[config.mk]
export PLATFORM = sky130hd
export DESIGN_NAME = change_watch
export DESIGN_NICKNAME = d
export VERILOG_FILES = /design/src/rtl/chgdet_pkg.sv /design/src/rtl/smp_edge_pick.sv /design/src/rtl/bit_qualify_bank.sv /design/src/rtl/evt_pulse_gen.sv /design/src/rtl/change_watch.sv
export SDC_FILE = /design/constraint.sdc
export NUM_CORES = 1
export LEC_CHECK = 0
export BUFFER_PORTS_ARGS = -buffer_cell sky130_fd_sc_hd__buf_2
export CAP_MARGIN = 15
export CORE_MARGIN = 1
export CORE_UTILIZATION = 35
export DETAILED_ROUTE_END_ITERATION = 8
export PLACE_DENSITY_LB_ADDON = 0.05
export SYNTH_ARGS = -nofsm -noshare
export SYNTH_HDL_FRONTEND = slang
export SYNTH_SLANG_ARGS = --single-unit
[constraint.sdc]
create_clock -name clk -period 2.36 [get_ports clk]
set_input_delay 0.472 -clock clk [delete_from_list [all_inputs] [get_ports clk]]
set_output_delay 0.472 -clock clk [all_outputs]
set_load 0.03 [all_outputs]
[src/rtl/chgdet_pkg.sv]
// Shared types for the change detection unit.
// Assumes a 2-bit per-channel mode field.
package chgdet_pkg;
    typedef enum logic [1:0] {
        MODE_OFF  = 2'b00,
        MODE_RISE = 2'b01,
        MODE_FALL = 2'b10,
        MODE_BOTH = 2'b11
    } chan_mode_e;
endpackage

[src/rtl/smp_edge_pick.sv]
// Detects the selected edge of the sample clock level.
// Assumes smp_in is already synchronous to clk.
// The strobe is combinational, valid in the cycle where the new level is seen.
module smp_edge_pick (
    input  logic clk,
    input  logic rst_n,
    input  logic smp_in,
    input  logic use_fall,
    output logic strobe
);
    logic smp_q;

    // Remember the sample clock level from the previous core cycle.
    always_ff @(posedge clk) begin
        if (!rst_n) smp_q <= 1'b0;
        else        smp_q <= smp_in;
    end

    // Pick the rising or the falling transition.
    always_comb begin
        if (use_fall) strobe = smp_q & ~smp_in;
        else          strobe = ~smp_q & smp_in;
    end

    // a strobe only appears at the level the selected edge ends in.
    assert_strobe_level_R5: assert property (@(posedge clk) disable iff (!rst_n)
        strobe |-> (use_fall ? !smp_in : smp_in));
endmodule

[src/rtl/bit_qualify_bank.sv]
// Per-channel transition qualifier, laid out as ports of PORT_W bits.
// Purely combinational: it compares the previous and current samples
// under each channel's own mode.
module bit_qualify_bank
    import chgdet_pkg::*;
#(
    parameter int NCH    = 32,
    parameter int PORT_W = 8
) (
    input  logic [NCH-1:0]   prev,
    input  logic [NCH-1:0]   cur,
    input  logic [2*NCH-1:0] mode,
    output logic [NCH-1:0]   hit
);
    localparam int NPORT = NCH / PORT_W;

    for (genvar p = 0; p < NPORT; p++) begin : g_port
        for (genvar b = 0; b < PORT_W; b++) begin : g_bit
            localparam int IDX = p * PORT_W + b;
            chan_mode_e m;

            // Decode this channel's mode and judge its transition.
            always_comb begin
                m = chan_mode_e'(mode[2*IDX +: 2]);
                unique case (m)
                    MODE_RISE: hit[IDX] = ~prev[IDX] &  cur[IDX];
                    MODE_FALL: hit[IDX] =  prev[IDX] & ~cur[IDX];
                    MODE_BOTH: hit[IDX] =  prev[IDX] ^  cur[IDX];
                    default:   hit[IDX] = 1'b0;
                endcase
            end
        end
    end
endmodule

[src/rtl/evt_pulse_gen.sv]
// Event pulse stretcher.
// A load makes the output high for max(len,1) cycles,
// starting on the next cycle. A load during a pulse restarts the count.
module evt_pulse_gen #(
    parameter int CNT_W = 8
) (
    input  logic             clk,
    input  logic             rst_n,
    input  logic             load,
    input  logic [CNT_W-1:0] len,
    output logic             pulse
);
    logic [CNT_W-1:0] cnt;
    logic [CNT_W-1:0] len_eff;

    // A zero width still yields a single-cycle pulse.
    always_comb len_eff = (len == '0) ? CNT_W'(1) : len;

    // Load or count down the remaining pulse cycles.
    always_ff @(posedge clk) begin
        if (!rst_n)            cnt <= '0;
        else if (load)         cnt <= len_eff;
        else if (cnt != '0)    cnt <= cnt - 1'b1;
    end

    // The pulse is high while cycles remain.
    always_comb pulse = (cnt != '0);

    // a load is always followed by a high pulse.
    assert_load_high_R7: assert property (@(posedge clk) disable iff (!rst_n)
        load |=> pulse);
    // the pulse never ends in the cycle right after a restart.
    assert_no_drop_after_load_R8: assert property (@(posedge clk) disable iff (!rst_n)
        $fell(pulse) |-> !$past(load));
endmodule

[src/rtl/change_watch.sv]
// Top of the per-channel change detection unit.
// It samples din at the selected sample clock edge and compares the
// sample with the previous one under per-channel modes. On a qualifying
// change it latches the sample and the mask and starts the event pulse.
// Assumes smp_clk is synchronous to clk and that the sample period
// spans at least two core cycles.
module change_watch
    import chgdet_pkg::*;
#(
    parameter int NCH    = 32,
    parameter int PORT_W = 8,
    parameter int CNT_W  = 8
) (
    input  logic             clk,
    input  logic             rst_n,
    input  logic             enable,
    input  logic             smp_clk,
    input  logic             smp_on_fall,
    input  logic [NCH-1:0]   din,
    input  logic [2*NCH-1:0] mode_cfg,
    input  logic [CNT_W-1:0] pulse_len,
    output logic             evt_pulse,
    output logic [NCH-1:0]   cap_data,
    output logic [NCH-1:0]   cap_mask
);
    logic           strobe;
    logic           take;
    logic           prev_vld;
    logic [NCH-1:0] prev_q;
    logic [NCH-1:0] hits;
    logic           hit_any;

    smp_edge_pick u_edge (
        .clk      (clk),
        .rst_n    (rst_n),
        .smp_in   (smp_clk),
        .use_fall (smp_on_fall),
        .strobe   (strobe)
    );

    bit_qualify_bank #(.NCH(NCH), .PORT_W(PORT_W)) u_qual (
        .prev (prev_q),
        .cur  (din),
        .mode (mode_cfg),
        .hit  (hits)
    );

    // A sample is taken only at a strobe while enabled.
    always_comb take = enable & strobe;

    // An event needs a valid previous sample and at least one hit.
    always_comb hit_any = take & prev_vld & (|hits);

    // Keep the previous sample; a disable invalidates it.
    always_ff @(posedge clk) begin
        if (!rst_n) begin
            prev_q   <= '0;
            prev_vld <= 1'b0;
        end else if (!enable) begin
            prev_vld <= 1'b0;
        end else if (strobe) begin
            prev_q   <= din;
            prev_vld <= 1'b1;
        end
    end

    // Latch the causing sample and its qualifying channels.
    always_ff @(posedge clk) begin
        if (!rst_n) begin
            cap_data <= '0;
            cap_mask <= '0;
        end else if (hit_any) begin
            cap_data <= din;
            cap_mask <= hits;
        end
    end

    evt_pulse_gen #(.CNT_W(CNT_W)) u_pulse (
        .clk   (clk),
        .rst_n (rst_n),
        .load  (hit_any),
        .len   (pulse_len),
        .pulse (evt_pulse)
    );

    // Channel masks decoded here, independently of the qualifier bank.
    logic [NCH-1:0] rise_sel, fall_sel, off_sel;
    always_comb begin
        for (int i = 0; i < NCH; i++) begin
            rise_sel[i] = (mode_cfg[2*i +: 2] == 2'b01);
            fall_sel[i] = (mode_cfg[2*i +: 2] == 2'b10);
            off_sel[i]  = (mode_cfg[2*i +: 2] == 2'b00);
        end
    end

    // rising-mode channels only qualify when the new sample is 1.
    assert_rise_dir_R2: assert property (@(posedge clk) disable iff (!rst_n)
        take |-> ((hits & rise_sel & ~din) == '0));
    // falling-mode channels only qualify when the new sample is 0.
    assert_fall_dir_R3: assert property (@(posedge clk) disable iff (!rst_n)
        take |-> ((hits & fall_sel & din) == '0));
    // ignored channels never qualify, and unchanged channels never qualify.
    assert_ignore_R4: assert property (@(posedge clk) disable iff (!rst_n)
        take |-> ((hits & (off_sel | ~(prev_q ^ din))) == '0));
    // after an event, the latched mask is not empty.
    assert_mask_set_R9: assert property (@(posedge clk) disable iff (!rst_n)
        hit_any |=> (cap_mask != '0));
    // while disabled, the captured outputs hold.
    assert_cap_hold_R10: assert property (@(posedge clk) disable iff (!rst_n)
        !enable |=> ($stable(cap_data) && $stable(cap_mask)));
endmodule

==> summary by stage, run 1 <==
Logic synthesis
The portion of synthesized cell area occupied by the leading cell type is 0.346. Ranked by instance count, the synthesized netlist is headed by sky130_fd_sc_hd__dfxtp_1 (106), sky130_fd_sc_hd__a21oi_1 (98), sky130_fd_sc_hd__o21ai_0 (71), sky130_fd_sc_hd__nand3_1 (70), sky130_fd_sc_hd__inv_1 (66). The mux contribution to synthesized area is 0.00816.

The post-synthesis instance total is 776. Ranked by total cell area, the synthesized netlist is headed by sky130_fd_sc_hd__dfxtp_1 (35%), sky130_fd_sc_hd__ha_1 (13%), sky130_fd_sc_hd__a21oi_1 (8.0%). Of the total synthesized cell area, the portion taken by XOR and XNOR cells is 0.00714.

The fraction of registers with async set/reset is 0. The number of unique standard cell types used by synthesis is 42. The share of the Yosys chip area taken by registers is 0.346. The count of yosys warnings during synthesis is 0. The total nets after synthesis is 950.

In this run, synthesis inferred 0 flip-flops with an integrated enable. Of the total synthesized cell area, the portion taken by full adders, half adders and majority gates is 0.133. After synthesis, the largest family of logic cells by area is simple AND/OR/NAND/NOR gates.

The library cell with the largest summed area after synthesis is sky130_fd_sc_hd__dfxtp_1. Of the total synthesized cell area, the portion taken by AND, OR, NAND and NOR gates is 0.223. The post-synthesis compound-gate area fraction is 0.206.

Counting flops and latches in the post-synthesis netlist gives 106. After synthesis, the mean cell area works out to 7.90 um2. After synthesis the cells add up to 0.00613 mm2.

The dominant synthesized flop cell is sky130_fd_sc_hd__dfxtp_1. The most frequent cell after synthesis is sky130_fd_sc_hd__dfxtp_1.

Critical path
The worst register-to-register path begins at prev_q[27]. The worst-case register-to-register setup slack is -0.1 ns. The kind of start point of the critical path is a flip-flop. Data on the critical path arrives at its endpoint at 2.70 ns. The capturing point of the worst reg2reg path is u_pulse.cnt[7]. The category of the worst setup path capture point is a flip-flop. The setup path with the least slack is of type reg2reg.

The worst setup path endpoint is u_pulse.cnt[7]. The number of cells on the worst reg-to-reg path is 10. Along the worst path, the maximum fanout reaches 4.

The required time of the critical path is 2.60 ns. The origin of the worst setup path is prev_q[27].

Timing
The normalized max-slew margin is 0.753. The maximum achievable frequency is 0.407 GHz. The hold violation count in the final report is 0. Setup violations remaining at the end of the flow were counted as 37. The worst-case clock skew is 0.00706 ns. Across all setup checks in the final design, the least slack found is -0.0982 ns. The final critical-path share of the clock period is 1.04. The final-report max-slew violation count was 0. Setup repair after global routing could not meet its margin everywhere. For the final routed database, the setup TNS stands at -0.894 ns. The actual slew at the worst max-slew pin is 0.366 ns. Subtracting the final worst setup slack from the clock period gives 2.46 ns.

Detailed routing
The DRC violation count after routing is 0. The DRC marker count from the first detailed-route iteration is 430. The remaining antenna violation count after routing is 0. The detailed-route vias per instance is 5.26.

The final routed wire length divided by cell count is 18.1 um. The via count is 6455. The length of the first detailed-routing pass in iterations is 5. Wires add up to 22.3 mm.

Min path
Counting instances, the worst hold path has a depth of 3. The worst hold path belongs to the class in2reg.

Clock network
Clock tree synthesis inserted a total of 9 buffers. Counting along the longest clock path gives a buffer depth of 2. The root buffer selected by CTS is sky130_fd_sc_hd__clkbuf_16. At the later pin of the worst-skew pair, clock insertion delay measures 0.35 ns.

The clock tree synthesis step divided the H-tree into 3 levels. The clock transition at the register clock pins on the worst setup and hold paths after CTS is 0.07 ns. TritonCTS built the clock tree. The count of hold-fix buffers inserted at cts is 0. For this design, the sink count on the clock tree is 106.

Global route
The initial antenna violation count is 0. The overflow left after global routing is 0. Entering global routing, the biggest net connects 49 pins.

The number of global-route vias before repair is 6071. The first global-routing pass estimated 32.7 mm of wire. Across every metal layer, demand over resource in global routing totals 0.235.

Place
The cell total after placement is 1198. Routability-driven placement finished with a final weighted congestion of 0.858. The HPWL after detailed placement is 15.5 mm.

The count of buffers added on input and output ports is 173. The area of placed instances is 0.00771 mm2.

Floorplanning
The floorplan step defined a die boundary enclosing 0.0181 mm2. The initial utilization of the core area, before any placement, comes to 0.357. For this design the top-level I/O count stands at 174. The y dimension of the die is 134 um. The core area is 0.0172 mm2. Measured along the x axis, the die boundary spans 134 um. The standard-cell row count is 48.

Cells and area
The layout net count is 1172. The cell area after layout is 0.00868 mm2. The growth of design area from synthesis to finish is 41.6%. After the flow finishes, the layout carries non-filler instances totaling 1228. The repair_antennas step left the layout with diodes totalling 0. The fill cell instance count of the final layout is 1716. The fraction of final layout cells with drive strength greater than 1 is 0.351.

Power
The design draws 4.65 mW. Across the VDD grid, the largest voltage drop is 0.000337 V. For this design the static power due to leakage is 3.77 nW. The power density over cell area is 535 mW/mm2.

Outcome
The run finished, with violations left. The checks that failed: setup timing.

Flow run
Max-cap violations in this run came to 0.
==> cells in the final DEF, fill, tap and decap left out, drive strengths merged <==
cell type / synthesis / routed
ha: 65 / 65
nand3: 70 / 70
nor4: 5 / 5
or2: 4 / 4
nor3b: 1 / 1
o211a: 1 / 1
nor2: 3 / 3
a31oi: 4 / 4
and4: 1 / 1
and2: 1 / 1
nor2b: 56 / 56
o2111ai: 12 / 12
a221o: 2 / 2
xnor2: 3 / 3
clkbuf: 34 / 17
buf: 16 / 255
and3: 1 / 1
nand2: 62 / 62
mux2i: 5 / 5
bufinv: 0 / 2
nor3: 36 / 36
nand3b: 13 / 13
o211ai: 5 / 5
clkinvlp: 0 / 1
a21oi: 98 / 98
a211oi: 5 / 5
inv: 67 / 66
or3: 2 / 2
o311a: 2 / 2
xor2: 2 / 2
nand4: 1 / 1
o21ai: 77 / 77
and3b: 4 / 4
clkinv: 0 / 3
a311oi: 12 / 12
dfxtp: 106 / 106
==> final cells by class <==
cell class                      instances  area (um2)  share of cell area
Inverter                               67         253              0.0291
Sequential cell                       106        2130               0.245
Clock buffer                           11         243              0.0280
Multi-Input combinational cell        553        3940               0.454
Tap cell                              225         282              0.0324
Clock inverter                          5        77.6             0.00894
Timing Repair Buffer                  261        1760               0.203
==> registers in the layout, indices dropped and copies added, names as in the netlist <==
name          cells
cap_data         32
prev_vld          1
u_pulse.cnt       8
prev_q           32
u_edge.smp_q      1
cap_mask         32
==> how the worst min path moves through the flow <==
| stage | start | to | slack (ns) |
|---|---|---|---|
| 6_report | pulse_len[2] | u_pulse.cnt[2] | 0.38 |
| 2_1_floorplan | prev_q[0] | prev_q[0] | 0.45 |
| 3_3_place_gp | prev_q[31] | prev_q[31] | 0.46 |
| 4_1_cts | pulse_len[2] | u_pulse.cnt[2] | 0.37 |
| 3_5_place_dp | cap_data[30] | cap_data[30] | 0.47 |
| 5_1_grt | pulse_len[5] | u_pulse.cnt[5] | 0.40 |
==> kinds of logic (layout without fill, tap and decap cells) <==
kind of cell,count (synthesis),after routing
flops,106,106
compound gates,218,218
buf+inv,117,344
fa+ha+maj,65,65
xor+xnor,5,5
simple gates,260,260
mux,5,5
==> where the power goes <==
group | total (mW) | internal (mW) | switching, mW
clock network | 1.66 | 0.957 | 0.704
registers | 1.92 | 1.87 | 0.0589
logic | 1.06 | 0.476 | 0.587
total | 4.65 | 3.30 | 1.35
==> routing by layer <==
| layer | routed length, um | track usage | up-vias |
|---|---|---|---|
| li1 | - | - | 3145 |
| met1 | 9980 | 0.315 | 3087 |
| met2 | 10600 | 0.387 | 194 |
| met3 | 1250 | 0.0370 | 29 |
| met4 | 424 | 0.0699 | 0 |
| met5 | 0 | 0 | - |
==> worst max-delay path, stage by stage, from the launching register on <==
cell and delay (ns):
sky130_fd_sc_hd__dfxtp_2 0.35, sky130_fd_sc_hd__inv_2 0.04, sky130_fd_sc_hd__ha_2 0.16, sky130_fd_sc_hd__and3b_2 0.21
sky130_fd_sc_hd__a31oi_4 0.18, sky130_fd_sc_hd__o211ai_1 0.17, sky130_fd_sc_hd__nor4_2 0.36, sky130_fd_sc_hd__nand4_1 0.23
sky130_fd_sc_hd__buf_6 0.20, sky130_fd_sc_hd__a221o_1 0.31, sky130_fd_sc_hd__o311a_1 0.12
==> repair_timing <==
| item | in CTS | in global routing |
|---|---|---|
| gates resized for setup | 35 | 85 |
| buffers inserted | 0 | 6 |
| cloned | 0 | 8 |
| pin swaps | 12 | 17 |
| setup endpoints to repair | 73 | 72 |
==> metrics by stage <==
step | utilization | hold WS, ns | setup WS, ns
after floorplan | - | 0.453 | 0.0323
after global placement | 0.449 | 0.459 | -0.509
after detailed placement | 0.449 | 0.466 | -0.583
after CTS | 0.475 | 0.373 | -0.0325
after global routing | 0.505 | 0.399 | -0.199
final | 0.505 | 0.385 | -0.0982
Note: power is estimated with default switching activity, not from simulation.
==> run 2, diff against run 1 <==
--- a/config.mk
+++ b/config.mk
@@ -5,11 +5,11 @@
 export SDC_FILE = /design/constraint.sdc
 export NUM_CORES = 1
 export LEC_CHECK = 0
-export BUFFER_PORTS_ARGS = -buffer_cell sky130_fd_sc_hd__buf_2
 export CAP_MARGIN = 15
 export CORE_MARGIN = 1
-export CORE_UTILIZATION = 35
+export CORE_UTILIZATION = 58
 export DETAILED_ROUTE_END_ITERATION = 8
+export DONT_BUFFER_PORTS = 1
 export PLACE_DENSITY_LB_ADDON = 0.05
 export SYNTH_ARGS = -nofsm -noshare
 export SYNTH_HDL_FRONTEND = slang
==> summary by stage, run 2 (same netlist as run 1, synthesis figures left out) <==
Flow run
Max-cap violations in this run came to 0.

Cells and area
In the final design database the tool counted 957 nets. Leaving out fill and tap cells, the most frequent cell in the layout is sky130_fd_sc_hd__dfxtp_1. In the final layout, the registers with the most flip-flops are cap_data (32), cap_mask (32), prev_q (32). Leaving out fill and tap cells, the most frequent cells in the layout are sky130_fd_sc_hd__dfxtp_1 (99), sky130_fd_sc_hd__a21oi_1 (70), sky130_fd_sc_hd__nand3_1 (64), sky130_fd_sc_hd__inv_1 (64), sky130_fd_sc_hd__nand2_1 (62).

The number of antenna repair diodes is 0. The count of non-filler cells in the finished layout is 924. The fraction of final layout cells with drive strength greater than 1 is 0.195.

The growth of design area from synthesis to finish is 21.1%. The fill cell instance count of the final layout is 809. The cell area after layout is 0.00742 mm2.

Timing
The hold violation count in the final report is 0. The setup-violating endpoint count in the final report is 6. Clock skew on the completed layout was measured at 0.00885 ns. The normalized max-slew margin is 0.615.

Summed over all failing endpoints, the final setup total negative slack is -0.0929 ns. The final-report max-slew violation count was 0. The actual slew at the worst max-slew pin is 0.577 ns. Of the available clock period, the critical path in the final layout requires 1.01. The final period demand of the worst path is 2.39 ns.

The final-layout worst hold slack is 0.223 ns. The final worst setup slack is -0.0307 ns. Setup repair after global routing could not meet its margin everywhere. Static timing analysis puts the maximum clock frequency at 0.418 GHz.

Clock network
The TritonCTS sink count is 106. The CTS tree is built. The root buffer selected by CTS is sky130_fd_sc_hd__clkbuf_8. The clock transition at the register clock pins on the worst setup and hold paths after CTS is 0.10 ns.

The H-tree generated during clock tree synthesis spans 3 levels. The clock passes through at most 2 buffers. The number of clock buffers added by TritonCTS is 9.

The clock latency of the later-clocked register in the worst-skew pair is 0.37 ns.

Detailed routing
The first routing iteration left 526 violations. For this run, the detailed router's first-pass iteration total came to 5. The final routed wire length divided by cell count is 20.6 um. After detailed routing, the number of vias per cell comes to 6.33. The routed wire length is 19.0 mm. The remaining antenna violation count after routing is 0. Across all layers, the routed design uses 5846 vias. The DRC violation count after routing is 0.

Floorplanning
The horizontal die dimension is 105 um. The I/O pin count is 174. Row generation in the floorplan step produced 37 rows. The y dimension of the die is 105 um. In this run the standard cell core region covers 0.0103 mm2. The area of the die is 0.0110 mm2. The initial cell density of the core is 0.597.

Global route
The largest net degree at the start of global routing is 56. The number of global-route vias before repair is 5622. The initial antenna violation count came to 0. The global-route wire length before repair is 28.0 mm.

For this run, the total global-route usage over all layers was measured as 0.318. The overflow left after global routing is 0.

Critical path
The critical path class is reg2reg. The worst setup path is launched from a flip-flop. For the worst setup path, the data arrival time is 2.64 ns. For the worst setup path, the data required time is 2.60 ns. STA classifies the critical path endpoint as a flip-flop. The highest fanout seen on the critical path is 7.

Min path
The class of the most critical hold timing path is in2reg.

Place
The final estimated routing congestion in global placement is 0.823. Including well taps, the total number of placed cells is 896. The total half-perimeter wirelength after legalization and detailed placement is 12.4 mm. Summing all placed instances gives a cell area of 0.00645 mm2. Input and output buffers added on the ports amount to 0. The worst slack after detailed placement is -0.453 ns.

Outcome
The final reports fail on setup timing. The run finished, with violations left.

Power
The peak supply drop is 0.000409 V. The analysis attributes to cell leakage a power of 2.76 nW. The power density over cell area is 566 mW/mm2.
[run 2: cell count changes in the layout (fill, tap and decap cells not counted), moves of 5 or more]
cell,delta
sky130_fd_sc_hd__buf_4,-40
sky130_fd_sc_hd__o21ai_0,-16
sky130_fd_sc_hd__nand3_2,+5
sky130_fd_sc_hd__clkbuf_16,-11
sky130_fd_sc_hd__buf_2,-173
sky130_fd_sc_hd__nand3_1,-5
sky130_fd_sc_hd__o21ai_1,+14
sky130_fd_sc_hd__clkbuf_8,+9
[run 2: repair_timing]
item	in CTS	in global routing
buffers inserted	1	4
setup endpoints to repair	72	72
pin swaps	6	31
resized for setup	26	131
hold buffers	0	0
gates cloned	0	7
[run 2: report_power, final]
part / internal (mW) / total, mW / switching (mW)
registers: 1.87 / 1.94 / 0.0773
clock network: 0.840 / 1.46 / 0.623
logic: 0.357 / 0.796 / 0.439
[run 2: per-layer routing]
metal,up-vias,track usage,share of wire
li1,2724,-,-
met1,2839,0.390,0.39
met2,249,0.540,0.49
met3,34,0.0767,0.092
met4,0,0.120,0.024
met5,-,0,0
[run 2: critical path: stages, from the launching register on]
cell and delay [ns]:
sky130_fd_sc_hd__dfxtp_2 0.35, sky130_fd_sc_hd__ha_1 0.17, sky130_fd_sc_hd__or2_1 0.24, sky130_fd_sc_hd__a31oi_4 0.23
sky130_fd_sc_hd__o211ai_1 0.17, sky130_fd_sc_hd__nor4_4 0.30, sky130_fd_sc_hd__nand4_1 0.19, sky130_fd_sc_hd__buf_6 0.21
sky130_fd_sc_hd__clkbuf_16 0.18, sky130_fd_sc_hd__a21oi_1 0.15, sky130_fd_sc_hd__a311oi_1 0.07
[run 2: area by class of cell]
cell class	count	area [um2]	area share
sequential	106	2130	0.287
clock inverter	5	125	0.0169
inverter	67	253	0.0340
multi-input combinational	553	4050	0.546
timing repair buffer	46	548	0.0738
tap	136	170	0.0229
clock buffer	11	141	0.0190
[run 2: path summary, 6_finish.rpt]
check	from	to	slack, ns	depth (start not counted)
setup / recovery	prev_q[25]	cap_mask[7]	-0.03	10
hold / removal	rst_n	u_pulse.cnt[7]	0.22	1
setup reg to reg	prev_q[25]	cap_mask[7]	-0.03	10
hold reg to reg	prev_q[0]	prev_q[0]	0.48	2
[run 2: through the flow]
step / power (mW) / utilization
after floorplan: 2.52 / -
after global placement: 2.67 / 0.628
after detailed placement: 2.70 / 0.628
after CTS: 4.16 / 0.663
after global routing: 4.39 / 0.722
final: 4.20 / 0.722
==> run 3, diff against run 2 <==
==> constraint.sdc (replaced) <==
create_clock -name clk -period 2.36 [get_ports clk]
set_input_delay 0.472 -clock clk [delete_from_list [all_inputs] [get_ports clk]]
set_output_delay 0.472 -clock clk [all_outputs]
set_load 0.05 [all_outputs]
==> summary by stage, run 3 (same netlist as run 1, synthesis figures left out) <==
Cells and area
After filler insertion, the fill cell instance count of the layout stands at 844. Leaving out fill and tap cells, the most frequent cell in the layout is sky130_fd_sc_hd__dfxtp_1. The number of antenna repair diodes is 0. The utilization of the core after routing is 0.716. The largest registers in the layout are cap_data (32), cap_mask (32), prev_q (32).

For this run, the number of standard cells in the final layout without fillers is 925. Of the cells placed in the final design, the portion with a size suffix greater than 1 is 0.198. The layout net count is 959.

The library cells used most frequently in the layout, excluding fill and tap cells, are sky130_fd_sc_hd__dfxtp_1 (98), sky130_fd_sc_hd__a21oi_1 (83), sky130_fd_sc_hd__nand3_1 (68). Compared with the post-synthesis result, the final layout area differs by 19.9%.

Detailed routing
The via count is 5702. The count of nets left with antenna violations once routing finished came out at 0. The final routed wire length divided by cell count is 19.8 um.

The first TritonRoute pass finished after 5 iterations. The DRC violation count after routing is 0. The first routing iteration left 260 violations.

The detailed-route vias per instance is 6.16. Summed over all layers, the routed wires come to 18.3 mm.

Critical path
The category of the worst setup path capture point is a flip-flop. On the critical path, the stage with the largest delay is an instance of sky130_fd_sc_hd__dfxtp_2. The highest fanout seen on the critical path is 5. The worst setup path is launched from a flip-flop.

STA puts the critical path data required time at 2.65 ns. In this design, the stage delay of the slowest critical-path cell is 0.36 ns. The critical path goes through ha_4 -> nor2b_1 -> o21ai_1 -> buf_4 -> o2111ai_4 -> nor4_4 -> buf_4 -> and4_4 -> nor2_4 -> clkbuf_16 -> a311oi_2. The worst setup path is of the reg2reg kind.

STA puts the critical path data arrival time at 2.68 ns. The cell that appears most often on the critical path is sky130_fd_sc_hd__buf_4.

Timing
The final period demand of the worst path is 2.39 ns. Setup slack on the critical path of the routed design comes to -0.0332 ns. The final-report max-slew violation count came to 0. The setup-violating endpoint count in the final report is 21. The maximum achievable frequency is 0.418 GHz. Setup repair after global routing could not meet its margin everywhere. The normalized max-slew margin is 0.589. The worst-case clock skew is 0.0156 ns. Dividing the final minimum period by the clock period gives 1.01.

At the pin with the least slew margin, the transition time is 0.616 ns. The hold violation count in the final report is 0. On the final layout, the worst hold slack is 0.220 ns.

Floorplanning
The I/O pin count is 174. The initial cell density of the core is 0.597. From bottom edge to top edge, the die measures 105 um. After floorplanning, the core was divided into 37 placement rows. The core area is 0.0103 mm2. The horizontal die dimension is 105 um. The area of the die is 0.0110 mm2.

Global route
The largest net degree at the start of global routing is 50. The global-route wire length before repair is 28.1 mm. The overflow left after global routing is 0. The total global-route track usage is 0.322. The initial antenna violation count is 0. The number of global-route vias before repair came to 5570.

Power
The analysis attributes to cell leakage a power of 2.69 nW. The peak supply drop is 0.000490 V. The final total power is 3.88 mW. The power density over cell area is 527 mW/mm2.

Clock network
The clock transition at the register clock pins on the worst setup and hold paths after CTS is 0.11 ns. For the worst-skew pair, the clock arrives at the later sink with an insertion delay of 0.37 ns. The maximum root-to-sink buffer count is 2. After clock tree synthesis, the flow added hold-fix buffers numbering 0. The number of clock buffers added by TritonCTS is 9. Clock tree synthesis selected as its root buffer the cell sky130_fd_sc_hd__clkbuf_8. The H-tree generated during clock tree synthesis spans 3 levels. TritonCTS built the clock tree.

The TritonCTS sink count is 106.

Place
The cell total after placement is 899. During placement, the flow inserted port buffers numbering 0. Once detailed placement completed, the half-perimeter wirelength came to 12.4 mm. Timing analysis after detailed placement gives a worst setup slack of -0.432 ns. The final estimated routing congestion in global placement is 0.816.

Min path
In this run the worst hold path is classified as in2reg.

Outcome
The checks that failed: setup timing. The run finished, with violations left.

Flow run
The number of maximum-capacitance violations is 0.
## run 3: cell count changes in the layout (fill, tap and decap cells not counted), sizes merged
cell      change
bufinv        -4
inv           +1
buf           +3
clkbuf        -2
clkinvlp      +3
## run 3: timing repair
action | in CTS | in global routing
cloned | 1 | 3
gates resized for setup | 41 | 113
endpoints found under the setup margin | 72 | 72
pin swaps | 18 | 62
buffers inserted | 3 | 5
## run 3: power breakdown
part / internal, mW / switching [mW]
Clock: 0.414 / 0.659
Combinational: 0.372 / 0.475
Sequential: 1.87 / 0.0905
Total: 2.65 / 1.22
## run 3: metal layers
metal | share of wire | track usage | up-vias | wire, um
li1 | - | - | 2724 | -
met1 | 0.41 | 0.380 | 2725 | 7450
met2 | 0.48 | 0.553 | 214 | 8850
met3 | 0.083 | 0.0842 | 39 | 1510
met4 | 0.027 | 0.135 | 0 | 491
met5 | 0 | 0 | - | 0
## run 3: worst paths after layout
kind              startpoint      endpoint  slack (ns)  cells past startpoint
setup / recovery  prev_q[18]  cap_mask[13]       -0.03                     11
hold / removal       smp_clk  u_edge.smp_q        0.22                      1
setup reg to reg  prev_q[18]  cap_mask[13]       -0.03                     11
hold reg to reg   prev_q[27]    prev_q[27]        0.47                      2
## run 3: through the flow
step,setup TNS (ns),area (um2)
2_1_floorplan,0,6130
3_3_place_gp,-23.32,6470
3_5_place_dp,-23.26,6470
4_1_cts,-0.132,6840
5_1_grt,-9.20,7350
6_report,-0.290,7350
## run 3: cell type report
type | count | area (um2) | share of cell area
well taps | 136 | 170 | 0.0231
clock buffers | 10 | 138 | 0.0187
repair buffers | 48 | 537 | 0.0730
clock inverters | 5 | 40.0 | 0.00544
flip-flops and latches | 106 | 2130 | 0.290
inverters | 67 | 253 | 0.0344
multi-input cells | 553 | 4090 | 0.555
## run 3: worst max-delay path, delay by kind of cell (launching register included)
kind	cells	cell delay, ns
and+or+nand+nor	4	0.75
buffers and inverters	3	0.49
AOI/OAI and AO/OA	3	0.47
DFF	1	0.36
adders and majority gates	1	0.25
